`src/rtl/rar_pkg.sv`:
```
package rar_pkg;

    localparam int NUM_SECT   = 23;
    localparam int NUM_HEAD   = 20;
    localparam int NUM_CYL    = 203;
    localparam int SECT_WORDS = 128;

    localparam int CYL_W      = 8;
    localparam int HEAD_W     = 5;
    localparam int SECT_W     = 5;
    localparam int CNT_W      = 9;
    localparam int HEAD_LSB   = 8;
    localparam int DATA_W     = HEAD_LSB + HEAD_W;
    localparam int SUM_W      = CNT_W + 1;
    localparam int ADDR_W     = $clog2(NUM_CYL * NUM_HEAD * NUM_SECT * SECT_WORDS);

    typedef struct packed {
        logic [CYL_W-1:0]  cyl;
        logic [HEAD_W-1:0] head;
        logic [SECT_W-1:0] sect;
    } rec_addr_t;

    // Sectors left in the two-track span from the current position.
    function automatic logic [SUM_W-1:0] span_left(logic head_lsb, logic [SECT_W-1:0] s);
        logic [SUM_W-1:0] span;
        span = head_lsb ? SUM_W'(NUM_SECT) : SUM_W'(2 * NUM_SECT);
        return span - SUM_W'(s);
    endfunction

endpackage

```
`src/rtl/rar_divmod.sv`:
```
module rar_divmod #(
    parameter int W     = 10,
    parameter int RW    = 5,
    parameter int DIVV  = 23
) (
    input  logic          clk,
    input  logic          rst,
    input  logic          start,
    input  logic [W-1:0]  dividend,
    output logic          busy,
    output logic          done,
    output logic [RW-1:0] rem,
    output logic          quo_lsb
);
    localparam logic [W-1:0] DIV_K = W'(DIVV);

    logic [W-1:0] rem_q;
    logic         par_q;

    always_ff @(posedge clk) begin
        if (rst) begin
            busy  <= 1'b0;
            rem_q <= '0;
            par_q <= 1'b0;
        end else if (start) begin
            busy  <= 1'b1;
            rem_q <= dividend;
            par_q <= 1'b0;
        end else if (busy) begin
            if (rem_q >= DIV_K) begin
                rem_q <= rem_q - DIV_K;
                par_q <= ~par_q;
            end else begin
                busy  <= 1'b0;
            end
        end
    end

    assign done    = busy && (rem_q < DIV_K);
    assign rem     = rem_q[RW-1:0];
    assign quo_lsb = par_q;

endmodule

```
`src/rtl/rar_lin_addr.sv`:
```
module rar_lin_addr
    import rar_pkg::*;
(
    input  rec_addr_t         rec,
    output logic [ADDR_W-1:0] word_addr
);
    localparam int WSH = $clog2(SECT_WORDS);

    logic [ADDR_W-1:0] track_idx;
    logic [ADDR_W-1:0] sect_idx;

    always_comb begin
        track_idx = ADDR_W'(rec.cyl) * ADDR_W'(NUM_HEAD) + ADDR_W'(rec.head);
        sect_idx  = track_idx * ADDR_W'(NUM_SECT) + ADDR_W'(rec.sect);
    end

    generate
        if ((1 << WSH) == SECT_WORDS) begin : g_shift
            assign word_addr = sect_idx << WSH;
        end else begin : g_mult
            assign word_addr = sect_idx * ADDR_W'(SECT_WORDS);
        end
    endgenerate

endmodule

```
`src/rtl/rar_unit.sv`:
```
module rar_unit
    import rar_pkg::*;
(
    input  logic              clk,
    input  logic              rst,
    input  logic [12:0]       data_in,
    input  logic              ld_cyl,
    input  logic              ld_hs,
    input  logic              cmd_start,
    input  logic              adv,
    input  logic              chk_start,
    input  logic [7:0]        drive_cyl,
    output logic [7:0]        cyl,
    output logic [4:0]        head,
    output logic [4:0]        sect,
    output logic              eoc,
    output logic              grant,
    output logic              addr_err,
    output logic [23:0]       acc_addr,
    output logic              chk_busy,
    output logic              chk_done
);

    rec_addr_t         rec_q;
    logic              eoc_q, grant_q, err_q, done_q;
    logic [ADDR_W-1:0] acc_q;
    logic [ADDR_W-1:0] lin_now;

    logic              div_busy, div_done, div_qlsb;
    logic [SECT_W-1:0] div_rem;

    logic              ld_any, idle, addr_bad, eoc_eff;
    logic              do_load, do_chk, do_adv;
    logic              adv_ok, adv_err;
    logic [CNT_W-1:0]  chk_cnt;
    logic [SUM_W-1:0]  chk_lim, chk_sum;
    logic              chk_over, div_start;

    always_comb begin
        ld_any    = ld_cyl || ld_hs;
        idle      = !div_busy;
        addr_bad  = (rec_q.cyl != drive_cyl) || (rec_q.sect >= SECT_W'(NUM_SECT));
        eoc_eff   = eoc_q && !cmd_start;
        do_load   = idle && ld_any;
        do_chk    = idle && !ld_any && chk_start;
        do_adv    = idle && !ld_any && !chk_start && adv;
        adv_ok    = do_adv && !eoc_eff && !addr_bad;
        adv_err   = do_adv && !eoc_eff && addr_bad;
        chk_cnt   = data_in[CNT_W-1:0];
        chk_lim   = span_left(rec_q.head[0], rec_q.sect);
        chk_over  = SUM_W'(chk_cnt) > chk_lim;
        chk_sum   = SUM_W'(rec_q.sect) + SUM_W'(chk_cnt);
        div_start = do_chk && !addr_bad && !chk_over;
    end

    rar_lin_addr u_lin (
        .rec       (rec_q),
        .word_addr (lin_now)
    );

    rar_divmod #(
        .W    (SUM_W),
        .RW   (SECT_W),
        .DIVV (NUM_SECT)
    ) u_div (
        .clk      (clk),
        .rst      (rst),
        .start    (div_start),
        .dividend (chk_sum),
        .busy     (div_busy),
        .done     (div_done),
        .rem      (div_rem),
        .quo_lsb  (div_qlsb)
    );

    always_ff @(posedge clk) begin
        if (rst) begin
            rec_q   <= '0;
            eoc_q   <= 1'b0;
            grant_q <= 1'b0;
            err_q   <= 1'b0;
            done_q  <= 1'b0;
            acc_q   <= '0;
        end else begin
            grant_q <= 1'b0;
            err_q   <= 1'b0;
            done_q  <= 1'b0;

            if (cmd_start) begin
                eoc_q <= 1'b0;
            end

            if (do_load) begin
                if (ld_cyl) begin
                    rec_q.cyl <= data_in[CYL_W-1:0];
                end
                if (ld_hs) begin
                    rec_q.head <= data_in[HEAD_LSB +: HEAD_W];
                    rec_q.sect <= data_in[SECT_W-1:0];
                end
            end

            if (adv_ok) begin
                grant_q <= 1'b1;
                acc_q   <= lin_now;
                if (rec_q.sect == SECT_W'(NUM_SECT - 1)) begin
                    rec_q.sect    <= '0;
                    rec_q.head[0] <= ~rec_q.head[0];
                    if (rec_q.head[0]) begin
                        eoc_q <= 1'b1;
                    end
                end else begin
                    rec_q.sect <= rec_q.sect + SECT_W'(1);
                end
            end

            if (adv_err) begin
                err_q <= 1'b1;
            end

            if (do_chk) begin
                if (addr_bad) begin
                    err_q  <= 1'b1;
                    done_q <= 1'b1;
                end else if (chk_over) begin
                    eoc_q         <= 1'b1;
                    rec_q.head[0] <= 1'b0;
                    rec_q.sect    <= '0;
                    done_q        <= 1'b1;
                end
            end

            if (div_done) begin
                rec_q.sect    <= div_rem;
                rec_q.head[0] <= rec_q.head[0] ^ div_qlsb;
                done_q        <= 1'b1;
            end
        end
    end

    assign cyl      = rec_q.cyl;
    assign head     = rec_q.head;
    assign sect     = rec_q.sect;
    assign eoc      = eoc_q;
    assign grant    = grant_q;
    assign addr_err = err_q;
    assign acc_addr = acc_q;
    assign chk_busy = div_busy;
    assign chk_done = done_q;

endmodule

```
`config.mk`:
```
export PLATFORM = sky130hd
export DESIGN_NAME = rar_unit
export DESIGN_NICKNAME = d
export VERILOG_FILES = /design/src/rtl/rar_pkg.sv /design/src/rtl/rar_divmod.sv /design/src/rtl/rar_lin_addr.sv /design/src/rtl/rar_unit.sv
export SDC_FILE = /design/constraint.sdc
export NUM_CORES = 1
export LEC_CHECK = 0
export BUFFER_PORTS_ARGS = -buffer_cell sky130_fd_sc_hd__buf_4
export CAP_MARGIN = 30
export CORE_ASPECT_RATIO = 0.7
export CORE_MARGIN = 4
export CORE_UTILIZATION = 55
export DETAILED_ROUTE_END_ITERATION = 7
export PLACE_DENSITY_LB_ADDON = 0.12
export SYNTH_ARGS = -nofsm -noshare
export SYNTH_HDL_FRONTEND = slang
export SYNTH_SLANG_ARGS = --single-unit
export TNS_END_PERCENT = 20
```
`constraint.sdc`:
```
create_clock -name clk -period 6.1 [get_ports clk]
set_input_delay 0.915 -clock clk [delete_from_list [all_inputs] [get_ports clk]]
set_output_delay 0.915 -clock clk [all_outputs]
set_load 0.05 [all_outputs]
```
==> results.md <==
* Worst Path Buf+Inv at 2
* Starting DRT DRC Count at 308
* Critical path data required time at 6.25 ns
* Syn avg cell area at 8.65 sq um
* Number of synthesized register bits at 51
* Critical Path Source Type: flop
* WP data arrival at 5.90 ns
* DRT antenna net count at 0
* Root buf cell: clkbuf_16
* Setup tns final at 0 ns
* Ys Warns at 0
* Pin count of the biggest net entering global routing at 50
* Sequential share of the synthesized area at 19.4%
* Synth area leaders: dfxtp_1, ha_1, fa_1, xnor2_1, inv_1
* Top_reg_cell synth: dfxtp_1
* Slew headroom at 32.7%
* PortBufs at 67
* Per-cell routed wire length at 16.5 microns
* Final global-route overflow total at 0
* CTS Sinks at 51
* Crit-path cells: ha_1 > ha_1 > o21a_2 > a211o_1 > a221oi_4 > nand3_1 > xnor2_2 > ha_1 > fa_1 > inv_1 > fa_1 > inv_1 > ha_1 > and3_1 > a31oi_1 > o21ai_0 > o21a_1 > o2111ai_1 > xnor2_1 > a211oi_2
* Clk_skew at 0.00508 ns
* Area growth syn-to-layout at 14.6%
* Die height at 89.9 microns
* Pleak at 0.00294 uW
* Post-Syn Area at 5280 sq um
* Final period utilization at 94.2%
* Final slew viol count at 0
* Hold Vio Cnt, Final at 0
* Maximum vdd drop at 0.000168 V
* Diodes inserted at 0
* Clk_lat worst skew at 0.30 ns
* Die Area at 11200 sq um
* CTS Buf Count at 5
* Starting density of the core at 57.2%
* HPWL Detailed at 10.5 mm
* I/O pin count at 75
* Design Area, Final at 6050 sq um
* Tightest Pin Transition at 1.01 ns
* Worst hold slack at 0.461 ns
* Critical Path Most Common Cell: ha_1
* Fmax at 174 MHz
* Post-DP Area at 5860 sq um
* Final setup vio count at 0
* Slowest-stage cell, CP: fa_1
* Critical path class: reg2reg
* Crit-path max FO at 5
* Via count at 4564
* Top cell family by delay on the critical path: adder cells
* Clock Path Buffers at 2
* Die width at 125 microns
* Max_cap viols at 0
* HP Class: reg2reg
* Routability Congestion at 0.926
* First-pass GRT wire length at 21.8 mm
* Vias in the first global route at 4282
* Mapped Cells at 610
* GR Util All Layers at 23.4%
* Status: complete, no violations
* Number of flops mapped to enable cells by yosys at 0
* Core area at 9220 sq um
* RSZ-0062 raised after global routing: no
* Slowest stage delay, CP at 0.54 ns
* Share of cells above drive strength 1 at 14.2%
* Initial antenna violation count at 0
* Synth async-reset ratio at 0%
* H-Tree Depth at 2
* Crit path time final at 5.75 ns
* CTS clock-pin slew for the worst setup and hold paths at 0.07 ns
* Post-CTS Setup Bufs at 0
* Cell variety after synth at 71
* Largest area contributor in the netlist: dfxtp_1
* Rows at 29
* Synth top area share at 19.4%
* Via density at 5.71
* P per Cell Area at 260 nW/um^2
* Final worst slack at 0.354 ns
* 1st-pass router iterations at 5
* Setup crit end kind: flop
* Total Wirelength at 13.2 mm
* CTS tree: done
* Place WS at 0.298 ns
* Net count, final at 811
* Post-route DRC at 0
metal layers:
layer  GRT usage, %  share of wire (%)  vias to the layer above
met1           38.2                 51                     2157
met5              0                  0                        -
met2           32.0                 40                      169
met4           3.79               0.80                        0
met3           4.21                8.2                        9
li1               -                  -                     2229
synth_stat cells (all sizes together) (3+ instances only):
master,count
o21bai,3
nand3,7
nor3b,4
or3,4
buf,11
nand2b,5
nand4,6
fa,30
o211ai,3
o21a,4
a211o,3
a211oi,14
nor3,10
nor4,5
and2,4
a221oi,5
xnor2,30
inv,70
mux2i,7
o2111ai,3
nor2,38
nand4b,4
a21oi,43
xor2,20
nand2,62
and3,8
o21ai,12
a31oi,8
dfxtp,51
clkbuf,11
a21o,15
nor2b,5
ha,79
sequential cells by signal (all words and copies together), names as in the netlist:
name / flops
u_div.rem_q: 10
u_div.busy: 1
u_div.quo_lsb: 1
grant: 1
eoc: 1
sect: 5
acc_addr: 17
head: 5
addr_err: 1
cyl: 8
chk_done: 1
cell type report:
| class | instances | area, sq um |
|---|---|---|
| well taps | 124 | 155 |
| clock buffers | 5 | 125 |
| multi-input cells | 475 | 3910 |
| fillers | 818 | 3170 |
| clock inverters | 3 | 46.3 |
| inverters | 71 | 267 |
| repair buffers | 70 | 526 |
| flip-flops and latches | 51 | 1020 |
layout by cell type (no fill, tap or decap), types with 4 or more instances in the layout:
cell	count
nor3b_1	4
mux2i_1	7
nor2b_1	5
nor2_1	38
nor4_1	4
a21oi_1	43
a211oi_1	12
fa_1	30
nand3_1	7
xor2_1	20
conb_1	10
ha_1	79
nand4_1	6
a31oi_1	8
a21o_1	15
dfxtp_1	51
buf_4	70
clkbuf_16	5
o21ai_1	4
nor3_1	8
inv_1	68
nand2_1	61
nand4b_1	4
o21ai_0	8
nand2b_1	5
and3_1	8
xnor2_1	28
cells by family (layout without fill, tap and decap cells):
group | after synthesis | after routing | synth area share, %
AO/OA/AOI/OAI | 131 | 131 | 17.4
AND/OR/NAND/NOR | 168 | 168 | 15.8
XOR/XNOR | 50 | 50 | 8.30
other | 1 | 10 | 0.0711
adder cells (fa/ha/maj) | 109 | 109 | 30.1
multiplexers | 7 | 7 | 1.33
buffers and inverters | 93 | 149 | 7.71
flip-flops | 51 | 51 | 19.4
stage by stage:
step / total power, uW / utilization (%) / cells
4_1_cts: 1580 / 65.4 / 799
6_report: 1570 / 65.6 / 799
2_1_floorplan: 1050 / - / 619
3_5_place_dp: 1240 / 63.6 / 791
3_3_place_gp: 1220 / 63.6 / 791
5_1_grt: 1710 / 65.6 / 799
worst min-delay path, stage by stage (launching register included):
cell     delay, ns
dfxtp_1       0.31
nand2_1       0.05
a21oi_1       0.05
final timing paths:
path                                           startpoint  slack [ns]  depth (start not counted)                         to
worst max-delay path                  cyl[3]$_SDFFE_PP0P_        0.35                         20  acc_addr[23]$_SDFFE_PP0P_
worst min register to register  acc_addr[19]$_SDFFE_PP0P_        0.46                          2  acc_addr[19]$_SDFFE_PP0P_
worst max register to register        cyl[3]$_SDFFE_PP0P_        0.35                         20  acc_addr[23]$_SDFFE_PP0P_
worst min-delay path            acc_addr[19]$_SDFFE_PP0P_        0.46                          2  acc_addr[19]$_SDFFE_PP0P_
power by group:
part,internal (uW),switching [uW]
Clock,195,138
Combinational,364,520
Sequential,340,15.5
Total,899,674
timing repair:
action	in CTS	in global routing
resized for setup	0	2
hold buffers	0	0
endpoints found under the setup margin	0	1
Note: power is estimated with default switching activity, not from simulation.
